File: src/rtl/trap_route_pkg.sv
package trap_route_pkg;

  typedef enum logic [1:0] {
    TGT_NONE = 2'd0,
    TGT_HS   = 2'd1,
    TGT_VS   = 2'd2,
    TGT_M    = 2'd3
  } tgt_e;

  localparam logic [1:0] PRIV_U = 2'd0;
  localparam logic [1:0] PRIV_S = 2'd1;
  localparam logic [1:0] PRIV_M = 2'd3;

  localparam int unsigned ECALL_U  = 8;
  localparam int unsigned ECALL_HS = 9;
  localparam int unsigned ECALL_VS = 10;
  localparam int unsigned ECALL_M  = 11;

  typedef struct packed {
    logic [1:0] priv;
    logic       virt;
    logic       force_hs;
  } mode_t;

  typedef struct packed {
    logic       sie;
    logic       spie;
    logic       spp;
    logic       mie;
    logic       mpie;
    logic [1:0] mpp;
    logic       spv;
    logic       sp2v;
    logic       sp2p;
    logic       stl;
    logic       mpv;
    logic       mtl;
  } stat_t;

endpackage

File: src/rtl/trap_cause_xlate.sv
module trap_cause_xlate
  import trap_route_pkg::*;
#(
  parameter int unsigned CODE_W = 6,
  parameter bit          HYP_EN = 1'b1
) (
  input  logic              async_i,
  input  logic [CODE_W-1:0] code_i,
  input  logic [1:0]        priv_i,
  input  logic              virt_i,
  output logic [CODE_W-1:0] code_o
);

  logic is_ecall;
  logic virt_eff;

  assign is_ecall = !async_i && (code_i == CODE_W'(ECALL_U));
  assign virt_eff = HYP_EN && virt_i;

  always_comb begin
    code_o = code_i;
    if (is_ecall) begin
      unique case (priv_i)
        PRIV_M:  code_o = CODE_W'(ECALL_M);
        PRIV_S:  code_o = virt_eff ? CODE_W'(ECALL_VS) : CODE_W'(ECALL_HS);
        default: code_o = code_i;
      endcase
    end
  end

endmodule

File: src/rtl/trap_deleg_sel.sv
module trap_deleg_sel
  import trap_route_pkg::*;
#(
  parameter int unsigned XLEN   = 32,
  parameter int unsigned CODE_W = 6,
  parameter bit          HYP_EN = 1'b1
) (
  input  logic              async_i,
  input  logic [CODE_W-1:0] code_i,
  input  logic [1:0]        priv_i,
  input  logic              virt_i,
  input  logic              force_hs_i,
  input  logic [XLEN-1:0]   m_edeleg_i,
  input  logic [XLEN-1:0]   m_ideleg_i,
  input  logic [XLEN-1:0]   h_edeleg_i,
  input  logic [XLEN-1:0]   h_ideleg_i,
  output tgt_e              tgt_o
);

  localparam int unsigned IDX_W = $clog2(XLEN);

  logic             in_range;
  logic [IDX_W-1:0] idx;
  logic [XLEN-1:0]  m_mask;
  logic             m_hit;
  logic             to_vs;
  logic             low_priv;

  // The code may be wider than the mask index; codes at or above XLEN never delegate.
  generate
    if (CODE_W > IDX_W) begin : g_wide_code
      assign in_range = ~|code_i[CODE_W-1:IDX_W];
      assign idx      = code_i[IDX_W-1:0];
    end else begin : g_narrow_code
      assign in_range = 1'b1;
      assign idx      = IDX_W'(code_i);
    end
  endgenerate

  assign m_mask   = async_i ? m_ideleg_i : m_edeleg_i;
  assign m_hit    = in_range && m_mask[idx];
  assign low_priv = !priv_i[1];

  generate
    if (HYP_EN) begin : g_hyp
      logic [XLEN-1:0] h_mask;
      assign h_mask = async_i ? h_ideleg_i : h_edeleg_i;
      assign to_vs  = virt_i && h_mask[idx] && !force_hs_i;
    end else begin : g_nohyp
      logic unused_h;
      assign unused_h = ^{h_edeleg_i, h_ideleg_i, virt_i, force_hs_i};
      assign to_vs    = 1'b0;
    end
  endgenerate

  always_comb begin
    if (low_priv && m_hit) begin
      tgt_o = to_vs ? TGT_VS : TGT_HS;
    end else begin
      tgt_o = TGT_M;
    end
  end

endmodule

File: src/rtl/trap_status_upd.sv
module trap_status_upd
  import trap_route_pkg::*;
#(
  parameter bit HYP_EN = 1'b1
) (
  input  tgt_e  tgt_i,
  input  mode_t mode_i,
  input  stat_t st_i,
  output mode_t mode_o,
  output stat_t st_o
);

  always_comb begin
    mode_o = mode_i;
    st_o   = st_i;
    if (!HYP_EN) begin
      mode_o.virt = 1'b0;
    end
    unique case (tgt_i)
      TGT_HS, TGT_VS: begin
        if (HYP_EN && tgt_i == TGT_HS) begin
          // history push: older slot first, then the newest virt value
          st_o.sp2v = st_i.spv;
          st_o.sp2p = st_i.spp;
          st_o.spv  = mode_i.virt;
          if (mode_i.virt) begin
            st_o.stl        = mode_i.force_hs;
            mode_o.virt     = 1'b0;
            mode_o.force_hs = 1'b0;
          end
        end
        st_o.spie   = st_i.sie;
        st_o.spp    = mode_i.priv[0];
        st_o.sie    = 1'b0;
        mode_o.priv = PRIV_S;
      end
      TGT_M: begin
        if (HYP_EN) begin
          st_o.mpv    = mode_i.virt;
          st_o.mtl    = mode_i.force_hs;
          mode_o.virt = 1'b0;
        end
        st_o.mpie   = st_i.mie;
        st_o.mpp    = mode_i.priv;
        st_o.mie    = 1'b0;
        mode_o.priv = PRIV_M;
      end
      default: begin
        st_o   = st_i;
        mode_o = mode_i;
      end
    endcase
  end

endmodule

File: src/rtl/trap_router.sv
module trap_router
  import trap_route_pkg::*;
#(
  parameter int unsigned XLEN   = 32,
  parameter int unsigned CODE_W = 6,
  parameter bit          HYP_EN = 1'b1
) (
  input  logic              clk,
  input  logic              rst_n,
  input  logic              trap_valid_i,
  input  logic              trap_async_i,
  input  logic [CODE_W-1:0] trap_code_i,
  input  logic [1:0]        cur_priv_i,
  input  logic              cur_virt_i,
  input  logic              cur_force_hs_i,
  input  logic [XLEN-1:0]   m_edeleg_i,
  input  logic [XLEN-1:0]   m_ideleg_i,
  input  logic [XLEN-1:0]   h_edeleg_i,
  input  logic [XLEN-1:0]   h_ideleg_i,
  input  logic              sie_i,
  input  logic              spie_i,
  input  logic              spp_i,
  input  logic              mie_i,
  input  logic              mpie_i,
  input  logic [1:0]        mpp_i,
  input  logic              spv_i,
  input  logic              sp2v_i,
  input  logic              sp2p_i,
  input  logic              stl_i,
  input  logic              mpv_i,
  input  logic              mtl_i,
  output logic              trap_done_o,
  output logic [1:0]        target_o,
  output logic [XLEN-1:0]   cause_o,
  output logic [1:0]        priv_o,
  output logic              virt_o,
  output logic              force_hs_o,
  output logic              sie_o,
  output logic              spie_o,
  output logic              spp_o,
  output logic              mie_o,
  output logic              mpie_o,
  output logic [1:0]        mpp_o,
  output logic              spv_o,
  output logic              sp2v_o,
  output logic              sp2p_o,
  output logic              stl_o,
  output logic              mpv_o,
  output logic              mtl_o
);

  localparam int unsigned RST_STAGES = 2;

  // reset: asserted asynchronously, released through a short flop chain
  logic [RST_STAGES-1:0] rst_sync_q;
  logic                  rst_q_n;

  always_ff @(posedge clk or negedge rst_n) begin
    if (!rst_n) begin
      rst_sync_q <= '0;
    end else begin
      rst_sync_q <= {rst_sync_q[RST_STAGES-2:0], 1'b1};
    end
  end
  assign rst_q_n = rst_sync_q[RST_STAGES-1];

  // decision path
  mode_t             cur_mode, nxt_mode;
  stat_t             cur_st, nxt_st;
  tgt_e              tgt_w;
  logic [CODE_W-1:0] code_x;
  logic [XLEN-1:0]   cause_w;

  assign cur_mode = '{priv: cur_priv_i, virt: cur_virt_i, force_hs: cur_force_hs_i};
  assign cur_st   = '{sie: sie_i, spie: spie_i, spp: spp_i, mie: mie_i, mpie: mpie_i,
                      mpp: mpp_i, spv: spv_i, sp2v: sp2v_i, sp2p: sp2p_i, stl: stl_i,
                      mpv: mpv_i, mtl: mtl_i};

  trap_cause_xlate #(.CODE_W(CODE_W), .HYP_EN(HYP_EN)) u_xlate (
    .async_i (trap_async_i),
    .code_i  (trap_code_i),
    .priv_i  (cur_priv_i),
    .virt_i  (cur_virt_i),
    .code_o  (code_x)
  );

  trap_deleg_sel #(.XLEN(XLEN), .CODE_W(CODE_W), .HYP_EN(HYP_EN)) u_deleg (
    .async_i    (trap_async_i),
    .code_i     (code_x),
    .priv_i     (cur_priv_i),
    .virt_i     (cur_virt_i),
    .force_hs_i (cur_force_hs_i),
    .m_edeleg_i (m_edeleg_i),
    .m_ideleg_i (m_ideleg_i),
    .h_edeleg_i (h_edeleg_i),
    .h_ideleg_i (h_ideleg_i),
    .tgt_o      (tgt_w)
  );

  trap_status_upd #(.HYP_EN(HYP_EN)) u_upd (
    .tgt_i  (tgt_w),
    .mode_i (cur_mode),
    .st_i   (cur_st),
    .mode_o (nxt_mode),
    .st_o   (nxt_st)
  );

  always_comb begin
    cause_w               = '0;
    cause_w[CODE_W-1:0]   = code_x;
    cause_w[XLEN-1]       = trap_async_i;
  end

  // result registers: next-state then flops
  logic            done_q, done_d;
  tgt_e            tgt_q, tgt_d;
  logic [XLEN-1:0] cause_q, cause_d;
  mode_t           mode_q, mode_d;
  stat_t           st_q, st_d;

  always_comb begin
    done_d  = trap_valid_i;
    tgt_d   = tgt_q;
    cause_d = cause_q;
    mode_d  = mode_q;
    st_d    = st_q;
    if (trap_valid_i) begin
      tgt_d   = tgt_w;
      cause_d = cause_w;
      mode_d  = nxt_mode;
      st_d    = nxt_st;
    end
  end

  always_ff @(posedge clk or negedge rst_q_n) begin
    if (!rst_q_n) begin
      done_q  <= 1'b0;
      tgt_q   <= TGT_NONE;
      cause_q <= '0;
      mode_q  <= '{priv: PRIV_M, virt: 1'b0, force_hs: 1'b0};
      st_q    <= '0;
    end else begin
      done_q  <= done_d;
      tgt_q   <= tgt_d;
      cause_q <= cause_d;
      mode_q  <= mode_d;
      st_q    <= st_d;
    end
  end

  assign trap_done_o = done_q;
  assign target_o    = tgt_q;
  assign cause_o     = cause_q;
  assign priv_o      = mode_q.priv;
  assign virt_o      = mode_q.virt;
  assign force_hs_o  = mode_q.force_hs;
  assign sie_o       = st_q.sie;
  assign spie_o      = st_q.spie;
  assign spp_o       = st_q.spp;
  assign mie_o       = st_q.mie;
  assign mpie_o      = st_q.mpie;
  assign mpp_o       = st_q.mpp;
  assign spv_o       = st_q.spv;
  assign sp2v_o      = st_q.sp2v;
  assign sp2p_o      = st_q.sp2p;
  assign stl_o       = st_q.stl;
  assign mpv_o       = st_q.mpv;
  assign mtl_o       = st_q.mtl;


  done_pulse_chk: assert property (@(posedge clk) disable iff (!rst_q_n)
    trap_valid_i |=> trap_done_o);


  idle_hold_chk: assert property (@(posedge clk) disable iff (!rst_q_n)
    !trap_valid_i |=> (!trap_done_o && $stable(cause_o) && $stable(priv_o) && $stable(target_o)));


  m_level_stays_chk: assert property (@(posedge clk) disable iff (!rst_q_n)
    (trap_valid_i && cur_priv_i == PRIV_M) |=> (target_o == 2'(TGT_M)));


  vs_keeps_hist_chk: assert property (@(posedge clk) disable iff (!rst_q_n)
    (trap_valid_i && tgt_w == TGT_VS) |=>
      (virt_o && sp2v_o == $past(sp2v_i) && spv_o == $past(spv_i) && stl_o == $past(stl_i)));


  hs_from_virt_chk: assert property (@(posedge clk) disable iff (!rst_q_n)
    (trap_valid_i && tgt_w == TGT_HS && cur_virt_i) |=>
      (!virt_o && !force_hs_o && stl_o == $past(cur_force_hs_i)));


  m_entry_chk: assert property (@(posedge clk) disable iff (!rst_q_n)
    (trap_valid_i && tgt_w == TGT_M) |=>
      (priv_o == PRIV_M && !virt_o && !mie_o && mpv_o == $past(cur_virt_i)));


  s_entry_chk: assert property (@(posedge clk) disable iff (!rst_q_n)
    (trap_valid_i && (tgt_w == TGT_HS || tgt_w == TGT_VS)) |=>
      (priv_o == PRIV_S && !sie_o && spie_o == $past(sie_i)));

endmodule

File: config.mk
export PLATFORM = sky130hd
export DESIGN_NAME = trap_router
export DESIGN_NICKNAME = d
export VERILOG_FILES = /design/src/rtl/trap_route_pkg.sv /design/src/rtl/trap_cause_xlate.sv /design/src/rtl/trap_deleg_sel.sv /design/src/rtl/trap_status_upd.sv /design/src/rtl/trap_router.sv
export SDC_FILE = /design/constraint.sdc
export NUM_CORES = 1
export LEC_CHECK = 0
export ABC_AREA = 1
export BUFFER_PORTS_ARGS = -buffer_cell sky130_fd_sc_hd__buf_2
export CORE_ASPECT_RATIO = 0.8
export CORE_MARGIN = 1
export CORE_UTILIZATION = 44
export CTS_CLUSTER_SIZE = 10
export DETAILED_ROUTE_END_ITERATION = 8
export HOLD_SLACK_MARGIN = 0.12
export PLACE_DENSITY = 0.89
export SYNTH_ARGS = -nofsm -noshare
export SYNTH_HDL_FRONTEND = slang
export SYNTH_SLANG_ARGS = --single-unit
File: constraint.sdc
create_clock -name clk -period 1.2 [get_ports clk]
set_input_delay 0.18 -clock clk [delete_from_list [all_inputs] [get_ports clk]]
set_output_delay 0.18 -clock clk [all_outputs]
set_load 0.1 [all_outputs]
== Yosys cells after proc, flatten, opt, wreduce, memory -nomap -nowiden ==
Cells that the tools add are included.
Word-level totals
  output and inout bits: 52
  logic and storage cells: 57
  memory bits (writable): 0
  bits in registers: 29
  memories kept: 0
  bits in latches: 0
  memory bits (read-only): 0
Operators by class
  eq/ne operators: 6
  $mul: 0
  reduce and logical (&&, ||, !) cells: 10
  add/subtract/negate cells: 0
  divide/modulo/power cells: 0
  $lt $le $gt $ge: 1
  bitwise operators: 0
  shift-type cells: 0
  multiplexer cells: 21
Operator list (count)
  2-to-1 mux 32 bit: 2
  2-to-1 mux 4 bit: 3
  one-hot mux 6 bit (2 select lines): 1
  binary-select mux 1 bit (select 5 bit): 2
  2-to-1 mux 2 bit: 5
  equality test 2 bit, second input constant: 3
  equality test 6 x 4 -> 1 bit, second input constant: 1
  < comparator 5 x 6 -> 1 bit, second input constant: 1
  2-to-1 mux 6 bit: 1
  one-hot mux 3 bit (2 select lines): 1
  logical AND 1 bit: 5
  2-to-1 mux 1 bit: 5
  equality test 2 x 1 -> 1 bit, second input constant: 2
  zero test 1 bit: 4
  2-to-1 mux 3 bit: 1
  OR reduction 2 bit: 1

== Depth between registers and ports, before layout ==
Gate-level depths: netlist of run 1.
  depth in word-level cells: 12
  mapped depth: 20
  gate-level depth less buffers: 19

== Modules after synthesis ==
A second synthesis of run 1 with hierarchy kept.
Unflattened totals
  cells, all modules: 524
  area, all modules: 3075.4 um^2
Modules (own cells, without submodules)
  trap_deleg_sel: cells each 308, area an instance 1396.3 um^2, times used 1
  trap_router: cells each 140, area an instance 1296.2 um^2, times used 1
  trap_status_upd: cells each 52, area an instance 285.3 um^2, times used 1
  trap_cause_xlate: cells each 24, area an instance 97.6 um^2, times used 1

== Least setup slack after synthesis of run 1 ==
OpenSTA, ideal clock, no wires.
  kind: in2reg
  start point: in trap_code_i[2]
  end point: reg st_q, in the netlist mpie_o
  required time: 1078 ps
  path slack: -643 ps
  library setup time: 122 ps
  buffers on the path: 3
  arrival: 1721 ps
  stages: 19
  cell sequence: buf_6 inv_6 nand2_2 nor2_4 nand2_2 nand2_2 nand2_4 inv_4 buf_6 nand3_1 nand3_1 nand3_1 nand2_1 nand2_2 nand3_4 buf_6 nand2_2 o211ai_2 nand2_1
Between the ends
  cells in the longest elaborated chain, start to end: 11
  elaborated cells between the ends (all ways): 17
  those cells by class: 2 x eq/ne; 9 x mux; 6 x reduce/logical
RTL lines
  from (decl): RTL line trap_router.sv:12  | input logic [CODE_W-1:0] trap_code_i,
  equality test 6 x 4 -> 1 bit: RTL line trap_cause_xlate.sv:17  | assign is_ecall = !async_i && (code_i == CODE_W'(ECALL_U));
  logical AND 1 bit: RTL line trap_cause_xlate.sv:17
  2-to-1 mux 6 bit *: RTL line trap_cause_xlate.sv:22  | if (is_ecall) begin
  binary-select mux 1 bit (select 5 bit): RTL line trap_deleg_sel.sv:48  | assign to_vs = virt_i && h_mask[idx] && !force_hs_i;
  2-to-1 mux 1 bit (implied by the code): RTL line trap_deleg_sel.sv:48
  logical AND 1 bit (2 in a row): RTL line trap_deleg_sel.sv:48
  2-to-1 mux 2 bit: RTL line trap_deleg_sel.sv:58  | tgt_o = to_vs ? TGT_VS : TGT_HS;
  2-to-1 mux 2 bit *: RTL line trap_deleg_sel.sv:57  | if (low_priv && m_hit) begin
  equality test 2 bit *: RTL line trap_status_upd.sv:19  | unique case (tgt_i)
  2-to-1 mux 4 bit *: RTL line trap_status_upd.sv:19
  to (signal assigned): RTL line trap_router.sv:147  | st_q <= st_d;
  to (decl): RTL line trap_router.sv:119  | stat_t st_q, st_d;
Mark *: on every way between the ends. The rest lies on a longest branch, timed or not. The select of a mux whose other input is x is not followed.
A chain may end at the register's enable or synchronous reset.

== Worst setup path in the final report of run 1 ==
  start point: in trap_code_i[4]
  end point: reg mode_q, in the netlist force_hs_o
Between the ends
  cells in the longest elaborated chain, start to end: 12
  elaborated cells between the ends (all ways): 20
  those cells by class: 3 x eq/ne; 10 x mux; 7 x reduce/logical
RTL lines
  equality test 6 x 4 -> 1 bit: RTL line trap_cause_xlate.sv:17
  logical AND 1 bit: RTL line trap_cause_xlate.sv:17
  2-to-1 mux 6 bit *: RTL line trap_cause_xlate.sv:22
  binary-select mux 1 bit (select 5 bit): RTL line trap_deleg_sel.sv:48
  2-to-1 mux 1 bit (implied by the code): RTL line trap_deleg_sel.sv:48
  logical AND 1 bit (2 in a row): RTL line trap_deleg_sel.sv:48
  2-to-1 mux 2 bit: RTL line trap_deleg_sel.sv:58
  2-to-1 mux 2 bit *: RTL line trap_deleg_sel.sv:57
  equality test 2 x 1 -> 1 bit / equality test 2 bit (equally long branches): RTL line trap_status_upd.sv:19, trap_status_upd.sv:21
  2-to-1 mux 2 bit / OR reduction 2 bit (equally long branches): RTL line trap_status_upd.sv:21, trap_status_upd.sv:19
  2-to-1 mux 1 bit *: RTL line trap_status_upd.sv:19
  to (signal assigned): RTL line trap_router.sv:140  | mode_q <= '{priv: PRIV_M, virt: 1'b0, force_hs: 1'b0};
  to (signal assigned): RTL line trap_router.sv:146  | mode_q <= mode_d;
  to (decl): RTL line trap_router.sv:118  | mode_t mode_q, mode_d;
Marks and branches as above.

==> results of run 1 <==
==> placed cells by master (no fill, tap or decap), types with 12 or more instances in the layout <==
master     n
nand3_1   55
inv_1     29
nand3_2   38
buf_2    148
nor2_1    16
nand2_2   19
nand2_1   84
buf_12    36
conb_1    26
buf_4     30
dfrtp_1   27
mux2_2    46
a21oi_1   12
==> cell type report <==
| cell class | count | area [µm²] | area share (%) |
|---|---|---|---|
| Multi-Input combinational cell | 351 | 2395 | 43.90 |
| Sequential cell | 29 | 728.2 | 13.35 |
| Tap cell | 87 | 108.9 | 1.995 |
| Clock buffer | 7 | 86.33 | 1.583 |
| Timing Repair Buffer | 232 | 1959 | 35.92 |
| Timing Repair inverter | 1 | 6.256 | 0.1147 |
| Inverter | 39 | 171.4 | 3.142 |
==> registers in the layout (all words and copies together), names as in the netlist <==
| name | cells |
|---|---|
| rst_sync_q | 2 |
| stl_o | 1 |
| mpv_o | 1 |
| priv_o | 2 |
| virt_o | 1 |
| target_o | 2 |
| mpie_o | 1 |
| mie_o | 1 |
| spv_o | 1 |
| force_hs_o | 1 |
| spp_o | 1 |
| trap_done_o | 1 |
| mpp_o | 2 |
| sp2p_o | 1 |
| sp2v_o | 1 |
| mtl_o | 1 |
| sie_o | 1 |
| spie_o | 1 |
| cause_o | 7 |
==> logic make-up (layout without fill, tap and decap cells) <==
| kind of cell | Yosys count | count (layout) | share of synthesized area [%] |
|---|---|---|---|
| other | 2 | 26 | 0.2338 |
| AO/OA/AOI/OAI | 38 | 38 | 7.441 |
| AND/OR/NAND/NOR | 239 | 241 | 36.77 |
| flip-flops | 29 | 29 | 22.67 |
| buffers and inverters | 91 | 279 | 16.75 |
| multiplexers | 46 | 46 | 16.13 |
==> worst paths after layout <==
path                           startpoint       endpoint  cells past startpoint
min in group asynchronous           rst_n  rst_sync_q[1]                      2
hold / removal                      sie_i          sie_o                      3
setup / recovery           trap_code_i[4]     force_hs_o                     16
setup reg to reg               force_hs_o     force_hs_o                      2
max in group asynchronous   rst_sync_q[1]      priv_o[1]                      1
hold reg to reg             rst_sync_q[1]         sp2v_o                      1
==> worst min-delay path, cell delays in order <==
cell and delay [ns]:
buf_2 0.10, inv_1 0.06, o21ai_1 0.06
==> power by group <==
part	leakage, nW	switching, mW	internal (mW)
clock network	0.0443	0.399	0.455
logic	2.44	1.83	1.05
registers	0.346	0.109	1.07
==> per-layer routing <==
metal / vias up / track usage [%] / wire length, µm
li1: 1852 / - / -
met1: 1934 / 36.31 / 5031
met2: 350 / 57.48 / 6787
met3: 98 / 6.055 / 1389
met4: 0 / 16.03 / 868
met5: - / 0 / 0
==> timing repair <==
item,in CTS,in global routing
endpoints found under the setup margin,19,20
cloned,7,0
pin swaps,28,36
buffers inserted,4,3
hold endpoints to repair,3,0
hold buffers,2,0
gates resized for setup,55,53
==> through the flow <==
stage / instance area (µm²) / cells / util, % / hold WS [ns]
after floorplan: 3352 / 469 / - / -0.1156
after global routing: 5455 / 746 / 78.39 / 0.1595
after CTS: 5197 / 743 / 74.69 / 0.1377
after global placement: 4706 / 723 / 67.62 / -0.03436
final: 5455 / 746 / 78.39 / 0.1452
after detailed placement: 4706 / 723 / 67.62 / -0.02784
==> run metrics, run 1 <==
YS warnings=0; Async SR Flop Fraction=100.0%; Peak supply drop=0.0007206 V; GP Congestion=0.8361; CP max FO=8; min Tclk post-route=1.944 ns; CTS max path bufs=2; Antenna Nets Post-Route=0; Synth top area share=21.04%; Mean Syn Cell Area=7.218 µm²; Post-Syn Area=3212 µm²; Antenna Cells=0; vias=4,234; MaxCap Viol Count=0; Tightest Pin Transition=0.5748 ns; Worst Skew=0.01217 ns; vias in the first global route=4,055; Routed WL=14,080 µm; Clock transition at path regs=0.07 ns; clk sink count=29; Die ar.=7648 µm²; CP Capture Type=flop; DRC viols=0; Mapped Cells=445; Setup TNS Final=-12.07 ns; fin. max-slew vios=0; CP cell instances=buf_8 -> buf_4 -> nor2_4 -> nand2_2 -> nor2_2 -> nand2_2 -> nand2_8 -> buf_6 -> nand3_2 -> nand3_2 -> nand3_2 -> nand2_2 -> nand2_4 -> nand3_4 -> nor2_2 -> o21ai_1; most frequent cells after synthesis=101 x nand2_1, 84 x nand3_1, 46 x mux2_2; pin count of the biggest net entering global routing=41; initial antenna violation count=0; post-synthesis register bit count=29; share of layout cells above drive strength 1=58.73%; total iterations of the first detailed-routing run=5; cell taking the most area after synthesis=dfrtp_1; min-delay worst type=in -> reg; IO Port Bufs=181; Area Overhead vs Synth=69.85%; Buf/Inv on CP=3; CP Launch Type=primary input; failing checks=negative setup slack; Root Buffer=clkbuf_8; initial drt markers=339; final period utilization=162.0%; post-synthesis sequential area ratio=22.67%; CTS tree=yes; Detail Placement HPWL=8825 µm; Clk Latency, worst-skew pair=0.29 ns; Fin. Hold Viols=0; outcome=complete, but fails checks; Synth cell types=31; Max stage delay on crit path=0.24 ns; ys flop type=dfrtp_1; family with the most delay on the worst path=simple AND/OR/NAND/NOR gates; I/O Pins=207; Vias/cell=5.676; nets=814; die width=97.52 µm; post-DR wirelength/cell=18.87 µm; CTS buffer count=5; GR Overflow Total=0; number of synthesized flops with an enable pin=0; Fmax=514.4 MHz; Critical-path top delay cell=o21ai_1; PwrDens=899.6 nW/µm²; global-route usage over all layers=31.93%; DP Worst Slack=-1.090 ns; Static Leak=2.834 nW; filler instances=420; WP data required=1.38 ns; H-tree level count=2; Final WS setup=-0.7440 ns; row count=27; max_slew headroom=61.54%; worst endpoint data arrival time=2.13 ns; core box area=6959 µm²; global-route wire length before repair=19,380 µm; R2R setup slack=0.38 ns; top cells by area in the synthesized netlist=dfrtp_1 21%, mux2_2 16%, nand3_1 13%; final setup violating endpoints=19; total power=4.908 mW; unrepaired setup endpoints after global routing=yes; initial core utilization=46.15%; count leader, synth=nand2_1; Die Height=78.42 µm; Setup CP Type=in -> reg
Note: power is estimated with default switching activity, not from simulation.
==> inputs of run 2 (changes only) <==
Settings changed: CORE_ASPECT_RATIO 0.8 to 0.75.
Clock period 1.2 ns to 2.1 ns, I/O delays scaled along.
==> run 2 against run 1 <==
  * Via count shrank 9.8%
  * Cell area shrank 14%
  * Sequential power shrank 46%
  * Final cell count shrank 0.27%
  * Power shrank 48%
  * The run now ends clean
  * Clock power shrank 39%
  * Global-route usage shrank 5.1 points
  * Sequential cell count is the same
  * Non-clock buffer count shrank 12
  * Combinational power shrank 52%
  * Routed wire length shrank 21%
  * Clock skew shrank 0.0073 ns
  * Critical endpoint is now mtl_o
==> run metrics, run 2 (synthesized netlist as in run 1, its figures left out) <==
Fin. Hold Viols=0 (unchanged); Clock transition at path regs=0.07 ns (about the same); global-route usage over all layers=26.85% (was 31.93%); share of layout cells above drive strength 1=51.39% (was 58.73%); Clk Latency, worst-skew pair=0.28 ns (was 0.29 ns); min Tclk post-route=2.097 ns; met1 WL=4526 µm (was 5031 µm); filler instances=575 (was 420); Routed WL=11,160 µm (was 14,080 µm); MaxCap Viol Count=0 (unchanged); worst endpoint data arrival time=2.31 ns (was 2.13 ns); Worst Skew=0.004908 ns (was 0.01217 ns); outcome=completed (was complete, but fails checks); IO Port Bufs=181 (unchanged); Gate power share=54.1% (was 58.6%); Die ar.=7649 µm² (was 7648 µm²); sequential power share=25.2% (was 24.0%); commonest non-fill, non-tap cells in the layout=180 x buf_2, 96 x nand2_1, 80 x nand3_1, 46 x mux2_2, 32 x inv_1 (was 148 x buf_2, 84 x nand2_1, 55 x nand3_1, 46 x mux2_2, 38 x nand3_2); core box area=6929 µm² (was 6959 µm²); I/O Pins=207 (unchanged); vias in the first global route=3,682 (was 4,055); Vias/cell=5.133 (was 5.676); DRC viols=0 (unchanged); die width=100.7 µm (was 97.52 µm); Peak supply drop=0.0003607 V (was 0.0007206 V); Multi-input gate area=2151 µm² (was 2395 µm²); final setup violating endpoints=0 (was 19); clk sink count=29 (unchanged); final period utilization=99.85%; max_slew headroom=58.83% (was 61.54%); Max Used Layer=met4 (unchanged); clock share of power=20.7% (was 17.4%); H-tree level count=2 (unchanged); vias=3,819 (was 4,234); Detail Placement HPWL=8045 µm (was 8825 µm); Antenna Nets Post-Route=0 (unchanged); Tightest Pin Transition=0.6153 ns (was 0.5748 ns); Int Pwr=1.319 mW (was 2.572 mW); Root Buffer=clkbuf_8 (unchanged); fin. max-slew vios=0 (unchanged); Setup TNS Final=0 ns (was -12.07 ns); total power=2.534 mW (was 4.908 mW); row count=26 (was 27); switching share of power=47.97% (was 47.59%); Die Height=75.99 µm (was 78.42 µm); Net Sw Power=1.216 mW (was 2.336 mW); pin count of the biggest net entering global routing=80 (was 41); post-DR wirelength/cell=15.01 µm (was 18.87 µm); max reg flops=7 (unchanged); final core occ=67.70% (was 78.39%); Antenna Cells=0 (unchanged); GP Congestion=0.8537 (was 0.8361); Register Area=728.2 µm² (unchanged); total iterations of the first detailed-routing run=5 (unchanged); unrepaired setup endpoints after global routing=yes (unchanged); CP Capture Type=flop (unchanged); PwrDens=540.3 nW/µm² (was 899.6 nW/µm²); Fmax=476.9 MHz; CP max FO=8 (unchanged); CTS buffer count=5 (unchanged); min-delay worst type=reg -> async (was in -> reg); initial drt markers=221 (was 339); CP Launch Type=primary input (unchanged); WHS=0.2342 ns (was 0.1452 ns); Setup CP Type=in -> reg (unchanged); CTS tree=yes (unchanged); Area Overhead vs Synth=46.05% (was 69.85%); worst r2r src=stl_o (was force_hs_o); Layout Cells excl Fill=744 (was 746); global-route wire length before repair=16,350 µm (was 19,380 µm); CTS max path bufs=2 (unchanged); commonest non-fill, non-tap cell in the layout=buf_2 (unchanged); WL met3=933 µm (was 1389 µm); initial antenna violation count=0 (unchanged); Static Leak=2.556 nW (was 2.834 nW); WP data required=2.31 ns (was 1.38 ns); GR Overflow Total=0 (unchanged); nets=800 (was 814); Crit. Startpoint=trap_code_i[0] (was trap_code_i[4]); Cells after DPL=725 (was 723); initial core utilization=46.35% (was 46.15%); met2 WL=5443 µm (was 6787 µm)
==> run 2: worst max-delay path, stage by stage <==
cell	delay, ns
buf_2	0.11
inv_2	0.09
nand2_2	0.08
nor2_4	0.16
nand3_2	0.19
nand2_8	0.16
clkbuf_16	0.15
nand2_1	0.06
nand3_1	0.09
nand3_2	0.08
nand3_2	0.06
nand2_2	0.06
nand2_4	0.11
buf_12	0.11
nand3_4	0.14
nand2_2	0.14
o211ai_2	0.09
nand2_1	0.10
==> run 2: routing by layer <==
layer	global-route usage, %	vias to the layer above
met4	10.43	0
met2	46.64	239
met5	0	-
met3	5.229	24
li1	-	1823
met1	32.51	1733
==> run 2: worst paths after layout <==
| check | endpoint | slack (ns) | cells past startpoint |
|---|---|---|---|
| hold reg to reg | sp2p_o | 0.23 | 1 |
| min in group clk | mpv_o | 0.28 | 3 |
| setup reg to reg | stl_o | 1.37 | 2 |
| setup / recovery | mtl_o | 0.003 | 18 |
| hold / removal | sp2p_o | 0.23 | 1 |
| max in group asynchronous | priv_o[0] | 1.55 | 1 |
==> run 2: area by class of cell <==
cell class / instances / area share (%)
Tap cell: 98 / 2.614
Clock inverter: 1 / 0.1067
Sequential cell: 29 / 15.52
Timing Repair Buffer: 220 / 30.51
Multi-Input combinational cell: 350 / 45.85
Inverter: 39 / 3.334
Clock buffer: 7 / 2.054
==> run 2: power by group through the flow <==
stage	logic, mW	registers (mW)	clock network (mW)
after floorplan	0.619	1.02	0
after global placement	1.25	0.645	0
after detailed placement	1.27	0.647	0
after CTS	1.27	0.639	0.523
after global routing	1.45	0.645	0.554
final	1.37	0.639	0.523
==> run 2: metrics by stage <==
step                worst slack, ns  area, µm²
finish                     0.003145       4691
global route               -0.08298       4691
CTS                         0.09303       4338
detailed placement          -0.1888       4227
global placement            -0.1088       4227
floorplan                    0.1225       3302
==> run 2: timing repair <==
action                                  in CTS  in global routing
setup buffers                                0                  2
endpoints found under the hold margin        2                  0
resized for setup                            0                 34
hold buffers                                 1                  0
endpoints found under the setup margin       0                 16
